File: src/rtl/lfill_pkg.sv
package lfill_pkg;
    typedef enum logic [1:0] {
        ST_IDLE  = 2'd0,
        ST_REQ   = 2'd1,
        ST_FILL  = 2'd2,
        ST_WRITE = 2'd3
    } lfill_state_t;
endpackage

File: src/rtl/lfill_ctrl.sv
module lfill_ctrl
    import lfill_pkg::*;
#(
    parameter int ADDR_W = 30,
    parameter int BEATS  = 4,
    parameter int OFS_W  = 3
) (
    input  logic              clk,
    input  logic              rst_n,
    input  logic              bus_en,
    input  logic              miss_i,
    input  logic [ADDR_W-1:0] miss_addr_i,
    input  logic              abort_i,
    input  logic              addr_ack_i,
    input  logic              rd_ack_i,
    output logic              req_o,
    output logic              busy_o,
    output logic              line_we_o,
    output logic              beat_we_o,
    output logic [ADDR_W-1:0] line_addr_o
);
    localparam int CNT_W = $clog2(BEATS);

    lfill_state_t state_q, state_d;
    logic [CNT_W-1:0]  cnt_q;
    logic [ADDR_W-1:0] addr_q;
    logic              take_beat;

    assign take_beat = (state_q == ST_FILL) && bus_en && rd_ack_i;

    always_comb begin
        state_d = state_q;
        unique case (state_q)
            ST_IDLE:  if (miss_i) state_d = ST_REQ;
            ST_REQ: begin
                if (abort_i)                  state_d = ST_IDLE;
                else if (bus_en && addr_ack_i) state_d = ST_FILL;
            end
            ST_FILL:  if (take_beat && cnt_q == CNT_W'(BEATS - 1)) state_d = ST_WRITE;
            ST_WRITE: state_d = ST_IDLE;
            default:  state_d = ST_IDLE;
        endcase
    end

    always_ff @(posedge clk) begin
        if (!rst_n) begin
            state_q <= ST_IDLE;
            cnt_q   <= '0;
            addr_q  <= '0;
        end else begin
            state_q <= state_d;
            if (state_q == ST_IDLE && miss_i) begin
                addr_q <= {miss_addr_i[ADDR_W-1:OFS_W], {OFS_W{1'b0}}};
                cnt_q  <= '0;
            end else if (take_beat) begin
                cnt_q <= cnt_q + 1'b1;
            end
        end
    end

    always_comb begin
        req_o     = 1'b0;
        busy_o    = 1'b1;
        line_we_o = 1'b0;
        unique case (state_q)
            ST_IDLE:  busy_o    = 1'b0;
            ST_REQ:   req_o     = 1'b1;
            ST_FILL:  ;
            ST_WRITE: line_we_o = 1'b1;
            default:  busy_o    = 1'b0;
        endcase
    end

    assign beat_we_o   = take_beat;
    assign line_addr_o = addr_q;
endmodule

File: src/rtl/lfill_slots.sv
module lfill_slots #(
    parameter int BEAT_W = 64,
    parameter int BEATS  = 4,
    parameter int TAG_W  = 3
) (
    input  logic                    clk,
    input  logic                    we,
    input  logic [TAG_W-1:0]        tag,
    input  logic [BEAT_W-1:0]       data,
    output logic [BEATS*BEAT_W-1:0] line
);
    localparam int IDX_W  = $clog2(BEATS);
    localparam int LINE_W = BEATS * BEAT_W;

    logic [IDX_W-1:0] idx;
    assign idx = tag[TAG_W-1 -: IDX_W];

    for (genvar k = 0; k < BEATS; k++) begin : g_slot
        logic [BEAT_W-1:0] slot_q;
        always_ff @(posedge clk) begin
            if (we && idx == IDX_W'(k)) slot_q <= data;
        end
        assign line[LINE_W-1-k*BEAT_W -: BEAT_W] = slot_q;
    end
endmodule

File: src/rtl/ifetch_line_filler.sv
module ifetch_line_filler #(
    parameter int ADDR_W = 30,
    parameter int BEAT_W = 64,
    parameter int BEATS  = 4,
    parameter int TAG_W  = 3
) (
    input  logic                    clk,
    input  logic                    rst_n,
    input  logic                    bus_en,
    input  logic                    miss_i,
    input  logic [ADDR_W-1:0]       miss_addr_i,
    input  logic                    abort_i,
    output logic                    req_o,
    output logic [ADDR_W-1:0]       addr_o,
    input  logic                    addr_ack_i,
    input  logic                    rd_ack_i,
    input  logic [TAG_W-1:0]        rd_tag_i,
    input  logic [BEAT_W-1:0]       rd_data_i,
    output logic                    busy_o,
    output logic                    line_we_o,
    output logic [ADDR_W-1:0]       line_addr_o,
    output logic [BEATS*BEAT_W-1:0] line_data_o
);
    localparam int WORD_W = 32;
    localparam int OFS_W  = $clog2(BEATS * BEAT_W / WORD_W);

    logic beat_we;

    lfill_ctrl #(.ADDR_W(ADDR_W), .BEATS(BEATS), .OFS_W(OFS_W)) u_ctrl (
        .clk(clk), .rst_n(rst_n), .bus_en(bus_en),
        .miss_i(miss_i), .miss_addr_i(miss_addr_i), .abort_i(abort_i),
        .addr_ack_i(addr_ack_i), .rd_ack_i(rd_ack_i),
        .req_o(req_o), .busy_o(busy_o), .line_we_o(line_we_o),
        .beat_we_o(beat_we), .line_addr_o(line_addr_o)
    );

    lfill_slots #(.BEAT_W(BEAT_W), .BEATS(BEATS), .TAG_W(TAG_W)) u_slots (
        .clk(clk), .we(beat_we), .tag(rd_tag_i), .data(rd_data_i),
        .line(line_data_o)
    );

    assign addr_o = line_addr_o;
endmodule

File: config.mk
export PLATFORM = sky130hd
export DESIGN_NAME = ifetch_line_filler
export DESIGN_NICKNAME = d
export VERILOG_FILES = /design/src/rtl/lfill_pkg.sv /design/src/rtl/lfill_ctrl.sv /design/src/rtl/lfill_slots.sv /design/src/rtl/ifetch_line_filler.sv
export SDC_FILE = /design/constraint.sdc
export NUM_CORES = 1
export LEC_CHECK = 0
export CAP_MARGIN = 10
export CORE_AREA = 3 3 162 164
export DETAILED_ROUTE_END_ITERATION = 10
export DIE_AREA = 0 0 165 167
export DONT_BUFFER_PORTS = 1
export GPL_TIMING_DRIVEN = 1
export PLACE_DENSITY = 0.57
export SYNTH_ARGS = -nofsm -noshare
export SYNTH_HDL_FRONTEND = slang
export SYNTH_SLANG_ARGS = --single-unit
File: constraint.sdc
create_clock -name clk -period 18.15 [get_ports clk]
set_input_delay 1.815 -clock clk [delete_from_list [all_inputs] [get_ports clk]]
set_output_delay 1.815 -clock clk [all_outputs]
set_load 0.05 [all_outputs]
==> metrics.yaml <==
status: "finished, final reports clean"
final_cell_mix: "256 x edfxtp_1, 56 x nand2_1, 31 x dfxtp_1, 29 x clkbuf_16, 20 x a21boi_1"
cts_hold_buf: 0
cts_resized: 0
numPortBuffers: 0
maxSlewViolCount: 0
worstPathArrival_ns: 1.86
power_density_nw_per_um2: 131
power_leakage_nw: 3.29
num_io_pins: 423
hp-class: "flip-flop to flip-flop"
die_x_um: 165
rsz0062_at_grt: "no"
overflow: 0
wl_mm: 20.3
fin_skew_ns: 0.0121
clock_latency_ns: 0.52
ys_ff_latch: 287
cts_buffers: 28
slew_headroom: 0.291
cts_setup_buffers: 0
timing.max_cap.violations: 0
worst-endpoint-required_ns: 16.33
dp_cells: 737
grt_usage: 0.136
fin_crit_ns: 3.67
syn_inst: 438
routabilityCongestion: 0.859
layout-drive-gt1-share: 0.112
die-height_um: 167
yosysWarnings: 0
cp_slowest_cell: "nor2_1"
fp.coreArea_um2: 25000
ir_worst_vdd_mv: 0.0762
end_kind: "output port"
nFillCells: 2160
rows: 58
multi_input_area_um2: 614
ant_nets: 0
tightest_slew_ns: 1.06
drt_iter0_markers: 289
htreeDepth: 1
setup_viol: 0
final_common_cell: "edfxtp_1"
root_buffer: "clkbuf_16"
min_period_over_period: 0.202
postSynthAreaPerCell_um2: 21.0
diodes: 0
drc_errors: 0
regArea_um2: 8310
synth.yosys.seq_area_share: 0.902
grt_max_degree: 65
final_nets: 542
instances_no_fill: 787
antenna_found_initial: 0
worstPathMaxFanout: 8
dr.pass1.iters: 4
final_hold_viol_count: 0
clk_pin_slew_ns: 0.06
crit_path_cell_trace: "inv_1, nor2_1"
setup.worst_path.start_class: "flip-flop"
synth_area_um2: 9210
cts_max_path_buffers: 3
synthToLayoutAreaGrowth_pct: 12.3
total_power_mw: 1.36
finalSetupTns_ns: 0
grt_pass1_vias: 3858
max_freq_mhz: 272
cts.sinks: 287
max_stage_delay_ns: 0.70
initial_core_util: 0.368
dieArea_um2: 27600
wire_per_inst_um: 25.8
vias: 3846
critPathKind: "flip-flop to output port"
cts_tree: "done"
grt_pass1_wl_mm: 27.8
place_hpwl_mm: 14.3
synthDistinctLibCells: 26
vias_per_cell: 4.89
-- cell usage after synthesis (all sizes together) --
| master | n | area, um^2 |
|---|---|---|
| xor2 | 1 | 8.76 |
| conb | 1 | 3.75 |
| nand4 | 1 | 6.26 |
| inv | 3 | 11.3 |
| o22ai | 1 | 6.26 |
| mux2i | 1 | 10.0 |
| edfxtp | 256 | 7690 |
| nor3 | 1 | 5.00 |
| or3b | 1 | 8.76 |
| a21boi | 27 | 203 |
| nand2 | 56 | 210 |
| o21ai | 1 | 5.00 |
| ha | 1 | 12.5 |
| nand4b | 2 | 17.5 |
| clkbuf | 3 | 11.3 |
| dfxtp | 31 | 621 |
| a211oi | 1 | 7.51 |
| a21oi | 2 | 10.0 |
| and2 | 1 | 6.26 |
| nor2 | 4 | 15.0 |
| and3 | 1 | 6.26 |
| nor3b | 3 | 33.8 |
| buf | 39 | 308 |
-- stage by stage --
stage	setup slack, ns	area, um^2	hold slack [ns]	util
2_1_floorplan	10.77	9230	0.468	-
3_3_place_gp	14.59	9390	0.499	0.375
3_5_place_dp	14.57	9390	0.517	0.375
4_1_cts	14.47	10300	0.527	0.413
5_1_grt	14.41	10300	0.570	0.413
6_report	14.48	10300	0.521	0.413
-- worst max-delay path: cells and delay by family, from the launching register on --
kind / cells / cell delay, ns
and+or+nand+nor: 1 / 0.70
DFF: 1 / 0.50
buffers and inverters: 1 / 0.15
-- routing by layer --
layer,up-vias,part of all wire,track usage
met3,31,0.11,0.0570
met5,-,0,0
met2,288,0.53,0.251
li1,1598,-,-
met1,1929,0.34,0.140
met4,0,0.019,0.0343
-- layout make-up --
| class | count | share of cell area |
|---|---|---|
| timing repair buffer | 6 | 0.00435 |
| clock buffer | 33 | 0.0716 |
| sequential | 287 | 0.803 |
| tap | 330 | 0.0399 |
| multi-input combinational | 111 | 0.0594 |
| inverter | 3 | 0.00109 |
| clock inverter | 17 | 0.0206 |
-- flip-flops by register name (all words and copies together) (netlist names), named ones only --
signal and cells:
u_ctrl.state_q 1, u_ctrl.line_addr_o 27, u_ctrl.cnt_q 2, u_slots.g_slot.slot_q 256
-- where the power goes --
part / switching (mW) / leakage (nW) / total (mW) / internal (mW)
logic: 0.0111 / 0.276 / 0.0156 / 0.00449
clock network: 0.226 / 0.462 / 0.587 / 0.361
registers: 0.0342 / 2.55 / 0.758 / 0.723
total: 0.271 / 3.29 / 1.36 / 1.09
-- worst paths after layout --
path	start	end	slack [ns]	cells past startpoint
worst max register to register	flip-flop	u_slots.g_slot[3].slot_q[31]$_DFFE_PP_	15.85	3
worst min register to register	u_ctrl.cnt_q[1]$_SDFFE_PP0P_	u_ctrl.cnt_q[1]$_SDFFE_PP0P_	0.52	2
worst max-delay path	flip-flop	line_we_o	14.48	2
worst min-delay path	u_ctrl.cnt_q[1]$_SDFFE_PP0P_	u_ctrl.cnt_q[1]$_SDFFE_PP0P_	0.52	2
-- kinds of logic (layout without fill, tap and decap cells) --
| group | after synthesis | count (layout) | share of synthesized area |
|---|---|---|---|
| flops | 287 | 287 | 0.902 |
| simple gates | 70 | 70 | 0.0335 |
| buf+inv | 45 | 59 | 0.0358 |
| compound gates | 32 | 32 | 0.0251 |
| fa+ha+maj | 1 | 1 | 0.00136 |
| other cells | 1 | 6 | 0.000407 |
| xor+xnor | 1 | 1 | 0.000951 |
| mux | 1 | 1 | 0.00109 |
Power figures use the tool's default switching activity.
